[src/rtl/mbcd_pkg.sv]
package mbcd_pkg;

    typedef logic [3:0] bcd_t;

    // one carry-save word of a digit column: sum bits and carry bits [4:0],
    // carry bit 0 arrives from the next lower column
    typedef struct packed {
        logic [3:0] s;
        logic [4:0] c;
    } csa_word_t;

    // digit plus six as flat two-level logic, valid for inputs 0..9
    function automatic bcd_t add_six(bcd_t d);
        bcd_t r;
        r[0] = d[0];
        r[1] = ~d[1];
        r[2] = ~(d[2] ^ d[1]);
        r[3] = d[3] ^ (d[2] | d[1]);
        return r;
    endfunction

    // number of decimal digits needed for a non-negative value
    function automatic int dec_width(int v);
        int w;
        int x;
        w = 1;
        x = v;
        while (x >= 10) begin
            x = x / 10;
            w = w + 1;
        end
        return w;
    endfunction

endpackage

[src/rtl/mbcd_digit_slice.sv]
module mbcd_digit_slice
    import mbcd_pkg::*;
#(
    parameter int NUM_OPS     = 5,
    parameter bit DOUBLE_SPEC = 1'b0,
    parameter int RES_W       = 6
) (
    input  logic [NUM_OPS*4-1:0] col,
    input  logic [NUM_OPS-1:1]   carry_in,
    output logic [NUM_OPS-1:1]   carry_out,
    output logic [RES_W-1:0]     residue
);

    localparam int LAST = NUM_OPS - 1;

    bcd_t      dig [NUM_OPS];
    csa_word_t st  [1:LAST];

    for (genvar k = 0; k < NUM_OPS; k++) begin : g_dig
        assign dig[k] = col[k*4 +: 4];
    end

    for (genvar i = 1; i <= LAST; i++) begin : g_stage
        if (i == 1) begin : g_first
            // two operands through four half adders
            assign st[1] = {dig[0] ^ dig[1], dig[0] & dig[1], carry_in[1]};
        end else begin : g_acc
            logic pick;
            bcd_t addend;
            logic [3:0] prev_c;
            if (DOUBLE_SPEC) begin : g_two_back
                if (i >= 3) begin : g_sel
                    assign pick = st[i-2].c[4];
                end else begin : g_none
                    assign pick = 1'b0;
                end
            end else begin : g_one_back
                assign pick = st[i-1].c[4];
            end
            assign prev_c = st[i-1].c[3:0];
            assign addend = pick ? add_six(dig[i]) : dig[i];
            assign st[i]  = {st[i-1].s ^ prev_c ^ addend,
                             (st[i-1].s & prev_c) | (st[i-1].s & addend) | (prev_c & addend),
                             carry_in[i]};
        end
        assign carry_out[i] = st[i].c[4];
    end

    // speculation fix for carries not yet compensated by a later operand
    logic [3:0] spec_fix;
    if (DOUBLE_SPEC && (NUM_OPS >= 3)) begin : g_fix_two
        always_comb begin
            case ({st[LAST-1].c[4], st[LAST].c[4]})
                2'b00:        spec_fix = 4'd0;
                2'b11:        spec_fix = 4'd12;
                default:      spec_fix = 4'd6;
            endcase
        end
    end else begin : g_fix_one
        assign spec_fix = st[LAST].c[4] ? 4'd6 : 4'd0;
    end

    assign residue = RES_W'(st[LAST].s) + RES_W'(st[LAST].c[3:0]) + RES_W'(spec_fix);

endmodule

[src/rtl/mbcd_resolve.sv]
module mbcd_resolve #(
    parameter int POSITIONS = 4,
    parameter int VAL_W     = 8
) (
    input  logic [POSITIONS*VAL_W-1:0] column_val,
    output logic [POSITIONS*4-1:0]     digits
);

    localparam int TW = VAL_W + 1;
    localparam logic [TW-1:0] TEN = TW'(10);

    logic [TW-1:0] carry;
    logic [TW-1:0] total;

    // word-wide decimal ripple: each column keeps total mod 10, passes the tens on
    always_comb begin
        carry  = '0;
        total  = '0;
        digits = '0;
        for (int j = 0; j < POSITIONS; j++) begin
            total = {1'b0, column_val[j*VAL_W +: VAL_W]} + carry;
            digits[j*4 +: 4] = 4'(total % TEN);
            carry = total / TEN;
        end
    end

endmodule

[src/rtl/mbcd_adder.sv]
module mbcd_adder
    import mbcd_pkg::*;
#(
    parameter int NUM_OPS     = 5,
    parameter int NUM_DIGITS  = 3,
    parameter bit DOUBLE_SPEC = 1'b0,
    parameter bit KEEP_CARRY  = 1'b1,
    localparam int OUT_DIGITS = NUM_DIGITS + (KEEP_CARRY ? dec_width(NUM_OPS - 1) : 0)
) (
    input  logic                            clk,
    input  logic                            rst,
    input  logic                            in_valid,
    input  logic [NUM_OPS*NUM_DIGITS*4-1:0] operands,
    output logic                            out_valid,
    output logic [OUT_DIGITS*4-1:0]         sum
);

    localparam int OP_W  = NUM_DIGITS * 4;
    localparam int RES_W = 6;
    localparam int VAL_W = 8;

    logic [NUM_OPS-1:1]          ripple [0:NUM_DIGITS];
    logic [OUT_DIGITS*VAL_W-1:0] col_val;
    logic [OUT_DIGITS*4-1:0]     digits_next;

    assign ripple[0] = '0;

    for (genvar j = 0; j < NUM_DIGITS; j++) begin : g_col
        logic [NUM_OPS*4-1:0] col;
        logic [RES_W-1:0]     res;
        for (genvar k = 0; k < NUM_OPS; k++) begin : g_gather
            assign col[k*4 +: 4] = operands[k*OP_W + j*4 +: 4];
        end
        mbcd_digit_slice #(
            .NUM_OPS    (NUM_OPS),
            .DOUBLE_SPEC(DOUBLE_SPEC),
            .RES_W      (RES_W)
        ) u_slice (
            .col      (col),
            .carry_in (ripple[j]),
            .carry_out(ripple[j+1]),
            .residue  (res)
        );
        assign col_val[j*VAL_W +: VAL_W] = {{(VAL_W-RES_W){1'b0}}, res};
    end

    if (KEEP_CARRY) begin : g_keep
        logic [VAL_W-1:0] top_count;
        always_comb begin
            top_count = '0;
            for (int k = 1; k < NUM_OPS; k++) begin
                top_count = top_count + {{(VAL_W-1){1'b0}}, ripple[NUM_DIGITS][k]};
            end
        end
        assign col_val[NUM_DIGITS*VAL_W +: VAL_W] = top_count;
        for (genvar j = NUM_DIGITS + 1; j < OUT_DIGITS; j++) begin : g_pad
            assign col_val[j*VAL_W +: VAL_W] = '0;
        end
    end else begin : g_drop
        logic dropped_unused;
        assign dropped_unused = ^ripple[NUM_DIGITS];
    end

    mbcd_resolve #(
        .POSITIONS(OUT_DIGITS),
        .VAL_W    (VAL_W)
    ) u_resolve (
        .column_val(col_val),
        .digits    (digits_next)
    );

    always_ff @(posedge clk) begin
        if (rst) begin
            out_valid <= 1'b0;
            sum       <= '0;
        end else begin
            out_valid <= in_valid;
            if (in_valid) begin
                sum <= digits_next;
            end
        end
    end


    valid_follow_chk: assert property (@(posedge clk) disable iff (rst)
        in_valid |=> out_valid);


    hold_chk: assert property (@(posedge clk) disable iff (rst)
        !in_valid |=> (!out_valid && $stable(sum)));


    zero_sum_chk: assert property (@(posedge clk) disable iff (rst)
        (in_valid && operands == '0) |=> (sum == '0));

    for (genvar d = 0; d < OUT_DIGITS; d++) begin : g_range

        digit_range_chk: assert property (@(posedge clk) disable iff (rst)
            out_valid |-> (sum[d*4 +: 4] <= 4'd9));
    end

endmodule

[config.mk]
export PLATFORM = sky130hd
export DESIGN_NAME = mbcd_adder
export DESIGN_NICKNAME = d
export VERILOG_FILES = /design/src/rtl/mbcd_pkg.sv /design/src/rtl/mbcd_digit_slice.sv /design/src/rtl/mbcd_resolve.sv /design/src/rtl/mbcd_adder.sv
export SDC_FILE = /design/constraint.sdc
export NUM_CORES = 1
export LEC_CHECK = 0
export ABC_CLOCK_PERIOD_IN_PS = 15900
export BUFFER_PORTS_ARGS = -buffer_cell sky130_fd_sc_hd__clkbuf_2
export CAP_MARGIN = 15
export CORE_MARGIN = 2
export CORE_UTILIZATION = 53
export CTS_BUF_LIST = sky130_fd_sc_hd__clkbuf_8 sky130_fd_sc_hd__clkbuf_16
export DETAILED_ROUTE_END_ITERATION = 8
export PLACE_DENSITY = 0.86
export SLEW_MARGIN = 20
export SYNTH_ARGS = -nofsm -noshare
export SYNTH_HDL_FRONTEND = slang
export SYNTH_SLANG_ARGS = --single-unit
[constraint.sdc]
create_clock -name clk -period 15.9 [get_ports clk]
set_clock_uncertainty 0.1 [all_clocks]
set_input_delay 1.59 -clock clk [delete_from_list [all_inputs] [get_ports clk]]
set_output_delay 1.59 -clock clk [all_outputs]
set_load 0.005 [all_outputs]
Word-level counts from Yosys, hierarchy flattened
Cells that the tools add are included.
{"block": "totals", "register_bits": 17, "output_inout_bits": 17, "elab_cells": 147, "in_bits": 63}
{"block": "op_classes", "bitwise": 114, "n_addsub": 12, "div": 7, "n_mux": 12}
{"op": "4-bit AND", "n": 30}
{"op": "4-bit bitwise XOR", "n": 21}
{"op": "4-bit OR", "n": 18}
{"op": "4-bit 2-to-1 mux", "n": 9}
{"op": "9-bit by 4-bit remainder unit with 9-bit output, second input constant", "n": 3}
{"op": "6-bit by 4-bit adder with 6-bit output", "n": 3}
{"op": "6-bit by 9-bit adder with 9-bit output", "n": 2}
{"op": "9-bit by 4-bit divider with 9-bit output, second input constant", "n": 2}
{"op": "1-bit NOT", "n": 18}
{"op": "1-bit bitwise XOR", "n": 18}
{"op": "4-bit by 4-bit adder with 5-bit output", "n": 3}
{"op": "4-bit by 9-bit adder with 9-bit output", "n": 1}
{"op": "6-bit by 4-bit divider with 9-bit output, second input constant", "n": 1}
{"op": "6-bit by 4-bit remainder unit with 9-bit output, second input constant", "n": 1}
{"op": "3-bit 2-to-1 mux", "n": 3}
{"op": "1-bit OR", "n": 9}
{"op": "3-bit by 1-bit adder with 4-bit output", "n": 1}
{"op": "2-bit by 1-bit adder with 3-bit output", "n": 1}
{"op": "1-bit by 1-bit adder with 2-bit output", "n": 1}

Depth between registers and ports, before layout
{"block": "depth", "word_depth": 23, "depth_mapped": 79, "ltp_nobuf": 76}

Cells and area by module
Synthesis repeated with hierarchy kept, for this count alone.
{"block": "hier_totals", "cells_unflattened": 862, "area_unflattened_um2": 6571.3}
{"module": "mbcd_resolve", "cells_per_inst": 541, "area_each_um2": 3613.5, "seq_area_each_um2": 0.0, "instances": 1}
{"module": "mbcd_digit_slice", "cells_per_inst": 86, "area_each_um2": 760.7, "seq_area_each_um2": 0.0, "instances": 3}
{"module": "mbcd_adder", "cells_per_inst": 63, "area_each_um2": 675.6, "seq_area_each_um2": 340.3, "instances": 1}

Worst setup path before layout
Ideal clock, no wire load.
{"block": "synth_timing", "path_type": "input to register", "startpoint": "input port operands[3]", "endpoint": "register sum[15]", "t_arrival_ps": 15830, "setup_slack_ps": -145, "path_stages": 75, "path_buffers": 3, "cell_sequence": "ha_1 > nor2b_1 > xnor2_1 > fa_1 > nor2_1 > xor2_1 > fa_1 > xnor2_1 > fa_1 > inv_1 > ha_1 > fa_1 > inv_1 > fa_1 > clkbuf_1 > nand2_1 > o21ai_0 > a22oi_1 > (+39 left out) > o21bai_1 > nor2_1 > or4_1 > and3_4 > buf_6 > nand2_1 > fa_1 > inv_1 > fa_1 > buf_1 > a21o_1 > ha_1 > o21bai_1 > a211o_1 > a21bo_2 > o2111ai_1 > nor2_1 > a2111oi_0"}
{"block": "synth_via", "elab_chain_len": 22, "elab_cells_between_ends": 58}
{"item": "start, declared", "line": "mbcd_adder.sv:13", "source": "input logic [NUM_OPS*NUM_DIGITS*4-1:0] operands,"}
{"item": "4-bit AND", "line": "mbcd_digit_slice.sv:26", "source": "assign st[1] = {dig[0] ^ dig[1], dig[0] & dig[1], carry_in[1]};"}
{"item": "4-bit 2-to-1 mux", "line": "mbcd_digit_slice.sv:41", "source": "assign addend = pick ? add_six(dig[i]) : dig[i];"}
{"item": "4-bit AND", "line": "mbcd_digit_slice.sv:43", "source": "(st[i-1].s & prev_c) | (st[i-1].s & addend) | (prev_c & addend),"}
{"item": "4-bit OR (2 in series)", "line": "mbcd_digit_slice.sv:43"}
{"item": "4-bit 2-to-1 mux", "line": "mbcd_digit_slice.sv:41"}
{"item": "4-bit AND", "line": "mbcd_digit_slice.sv:43"}
{"item": "4-bit OR (2 in series)", "line": "mbcd_digit_slice.sv:43"}
{"item": "4-bit 2-to-1 mux", "line": "mbcd_digit_slice.sv:41"}
{"item": "(+4 left out)"}
{"item": "6-bit by 4-bit adder with 6-bit output", "line": "mbcd_digit_slice.sv:63", "source": "assign residue = RES_W'(st[LAST].s) + RES_W'(st[LAST].c[3:0]) + RES_W'(spec_fix);"}
{"item": "6-bit by 4-bit divider with 9-bit output", "line": "mbcd_resolve.sv:23", "source": "carry = total / TEN;"}
{"item": "6-bit by 9-bit adder with 9-bit output *", "line": "mbcd_resolve.sv:21", "source": "total = {1'b0, column_val[j*VAL_W +: VAL_W]} + carry;"}
{"item": "9-bit by 4-bit divider with 9-bit output *", "line": "mbcd_resolve.sv:23"}
{"item": "6-bit by 9-bit adder with 9-bit output *", "line": "mbcd_resolve.sv:21"}
{"item": "9-bit by 4-bit divider with 9-bit output *", "line": "mbcd_resolve.sv:23"}
{"item": "4-bit by 9-bit adder with 9-bit output *", "line": "mbcd_resolve.sv:21"}
{"item": "9-bit by 4-bit remainder unit with 9-bit output *", "line": "mbcd_resolve.sv:22", "source": "digits[j*4 +: 4] = 4'(total % TEN);"}
{"item": "end signal, assigned", "line": "mbcd_adder.sv:79", "source": "sum <= digits_next;"}
{"item": "end, declared", "line": "mbcd_adder.sv:15", "source": "output logic [OUT_DIGITS*4-1:0] sum"}
Every way passes the cells marked *; elsewhere a longest branch is shown, timed or not.
A chain may end at the register's enable or synchronous reset.

Worst setup path in the final report
Ends and elaborated chain as after synthesis.

==> results.md <==
- In this run the critical register-to-register path is launched from sum[13]$_SDFFE_PP0P_.
- The number of max-slew violations in the final report is 0.
- Yosys mapped the design onto 63 distinct sky130hd cell types.
- The wire length on met1 is 3968 microns.
- The die boundary width is 94.88 microns.
- The routed layout has 4173 vias.
- The xor and xnor fraction of the mapped netlist area is 9.377%.
- The congestion estimate from routability-driven global placement came to 0.9287.
- The biggest fanout along the worst timing path is 6.
- Counting I/O delays and the setup requirement, the final critical path takes 15480 ps.
- The required time of the worst setup path is 15950 ps.
- Entering global routing, the biggest net connects 30 pins.
- After detailed routing, no signal wire sits above met4.
- The hold violation total from the final report is 0.
- The initial antenna violation count is 0.
- The worst path buffer plus inverter count is 11.
- The cell area after synthesis is 4377 sq um.
- The ratio of routed vias to standard cells is 5.639.
- The maximum count of clock buffers along a single path is 2.
- Relative to the synthesized area, the layout overhead comes to 23.24%.
- The floorplan step defined a core boundary enclosing 8093 sq um.
- The worst setup path is captured at a flop.
- The routed design has 10540 microns of wire.
- The worst setup path startpoint is operands[3].
- The number of nets in the synthesized netlist is 695.
- Based on the critical path, the design can be clocked at up to 0.06459 GHz.
- In the synthesized netlist the async set-or-reset flop fraction comes to 0%.
- Summing the areas of all fa, ha and maj instances in the mapped netlist gives 37.28% of the synthesized area.
- In the final layout, the share of cells above drive strength 1 is 28.98%.
- The average instance in the mapped netlist occupies 8.289 sq um.
- The family of cells with the greatest summed delay on the critical path is adder cells.
- For the pin with the worst max-slew slack, the measured transition is 798.7 ps.
- The count of buffers added on input and output ports is 79.
- Synthesis inferred 17 register bits.
- The area share of and/or/nand/nor cells after synthesis is 16.35%.
- In the routed design, unresolved DRC markers number 0.
- The class of the tightest hold or removal check is reg -> reg.
- At the later pin of the worst-skew pair, clock insertion delay measures 250 ps.
- The classification of the worst setup path is in -> reg.
- In this run, placement finished with an instance count of 719.
- The number of antenna diodes is 0.
- The via count of the first global-routing pass is 4061.
- Max-cap violations in this run came to 0.
- At the worst endpoint, the arrival time is 15540 ps.
- The number of standard-cell rows in the floorplan is 33.
- The number of buffers inserted for hold repair after clock tree synthesis is 0.
- Global routing finished with a remaining overflow of 0.
- The flow ran to the end, and the final reports show no timing, DRC or antenna violations.
- The clock root buffer is sky130_fd_sc_hd__clkbuf_8.
- TritonCTS built the clock tree.
- The sequential-to-total area share from yosys stat is 7.776%.
- TritonCTS created 3 clock buffers.
- The number of cell instances on the worst register-to-register path is 2.
- Once routing completed, OpenROAD measured the worst setup slack at 417.2 ps.
- The wire-length estimate of the detail-placed layout is 8141 microns.
- The gate count of the mapped netlist is 528.
- In this run the tightest slew margin relative to its limit is 45.38%.
- The minimum setup slack after placement is -436.3 ps.
- The net count of the finished layout is 803.
- The first global-routing pass estimated 16770 microns of wire.
- For the final routed database, the setup TNS stands at 0 ps.
- Summing the areas of all compound-gate instances in the mapped netlist gives 16.47% of the synthesized area.
- By area, the combinational part of the netlist is dominated by adder cells.
- The final cycle utilization of the critical path is 97.38%.
- The DRC marker count from the first detailed-route iteration is 143.
- The register clock-pin slew on the reported worst setup and hold paths is 70 ps.
- The remaining antenna violation count is 0.
- The number of warnings reported in the yosys synthesis log is 0.
- The worst setup path is launched from a primary input.
- The clock net in this run drives a total of 17 sinks.
- The number of enable flip-flop cells after synthesis is 0.
- The worst hold path startpoint is sum[5]$_SDFFE_PP0P_.
- The die covers 9001 sq um.
- Pin placement for this block handled 80 I/O pins.
- Fill cells in the final layout number 639.
- For this configuration, the core starts out at a cell density of 54.08%.
- The depth of the worst hold-timing path is 2.
- The multiplexer fraction of the synthesized cell area is 3.288%.
- For this run, the slowest stage of the critical path takes 540 ps.
- The largest individual stage delay along the critical path comes from the cell sky130_fd_sc_hd__fa_1.
- The chip height is 94.88 microns.
- The path length in cells of the critical path is 75.
- The most instantiated flip-flop cell in the synthesis netlist is sky130_fd_sc_hd__dfxtp_1.
- After detailed routing, the met2 layer carries 5933 microns of wire.
- The routed wire length on met3 is 377 microns.
- The first-pass iteration count of the detailed router is 4.
- Setup violations remaining at the end of the flow were counted as 0.
- The count of placed standard cells in the final layout, fillers left out is 740.
- The aggregate global-route resource usage is 22.44%.
- Dividing the detail-routed wire length by the instance count gives 14.24 microns.
- The depth of the CTS H-tree is 1.
## per-layer routing
layer	global-route usage, %	vias to the layer above
met3	2.155	32
met4	5.193	0
li1	-	2022
met2	45.09	141
met1	24.99	1978
met5	0	-
## area by class of cell
cell class | instances | area (sq um) | share of cell area, %
Multi-Input combinational cell | 410 | 3867 | 71.70
Inverter | 87 | 327.8 | 6.077
Tap cell | 105 | 131.4 | 2.436
Sequential cell | 17 | 340.3 | 6.309
Clock buffer | 3 | 41.29 | 0.7655
Clock inverter | 1 | 5.005 | 0.09279
Timing Repair Buffer | 117 | 680.7 | 12.62
## cell families after synthesis
kind of cell	count (synthesis)
AND/OR/NAND/NOR	138
AO/OA/AOI/OAI	108
adder cells (fa/ha/maj)	104
buffers and inverters	101
XOR/XNOR	45
flip-flops	17
multiplexers	14
other	1
## cells in the final DEF, fill, tap and decap left out, drive strengths merged, types with 17 or more instances in the layout
cell	Yosys	routed
clkbuf	9	82
o21ai	18	18
a21oi	32	32
ha	60	60
xnor2	29	29
inv	86	86
dfxtp	17	17
nand2	24	24
nor2	41	41
buf	5	38
fa	44	44
## registers in the layout (all words and copies together) (netlist names)
name and flops:
sum 16, out_valid 1
## worst paths after layout
kind,end,slack (ps)
worst max register to register,sum[13]$_SDFFE_PP0P_,14800
worst min register to register,sum[5]$_SDFFE_PP0P_,390
worst max-delay path,sum[15]$_SDFFE_PP0P_,420
worst min-delay path,sum[5]$_SDFFE_PP0P_,390
## through the flow
stage / hold WS, ps / utilization (%) / area [sq um]
floorplan: 370.2 / - / 4388
finish: 386.7 / 66.65 / 5394
detailed placement: 370.3 / 61.66 / 4990
CTS: 383.5 / 62.38 / 5049
global placement: 374.5 / 61.66 / 4990
global route: 435.5 / 66.65 / 5394
## worst min-delay path, stage by stage (launching register included)
cell and delay (ps):
sky130_fd_sc_hd__dfxtp_1 310, sky130_fd_sc_hd__nor2_1 80, sky130_fd_sc_hd__nor4_1 50
## cells in the mapped netlist (8+ instances only)
master                     count  area share [%]
sky130_fd_sc_hd__a21o_1       12             2.1
sky130_fd_sc_hd__clkbuf_1      9            0.77
sky130_fd_sc_hd__nand2b_1     11             1.6
sky130_fd_sc_hd__nor2_1       41             3.5
sky130_fd_sc_hd__nand3_1       9             1.0
sky130_fd_sc_hd__a21oi_1      31             3.5
sky130_fd_sc_hd__mux2i_1      11             2.5
sky130_fd_sc_hd__ha_1         60              17
sky130_fd_sc_hd__xor2_1       15             3.0
sky130_fd_sc_hd__and3_1        8             1.1
sky130_fd_sc_hd__o21ai_0      16             1.8
sky130_fd_sc_hd__fa_1         44              20
sky130_fd_sc_hd__nand2_1      24             2.1
sky130_fd_sc_hd__nor3_1       14             1.6
sky130_fd_sc_hd__dfxtp_1      17             7.8
sky130_fd_sc_hd__xnor2_1      29             5.8
sky130_fd_sc_hd__o211ai_1      9             1.5
sky130_fd_sc_hd__inv_1        86             7.4
## repair_timing
action                     in CTS  in global routing
gates resized for setup         4                 54
setup endpoints to repair       3                  3
pin swaps                       0                 31
buffers inserted                0                 17
Power is left out: the tool's default activity adds up to more than one toggle a clock period on the data nets, which glitch-free logic cannot reach.
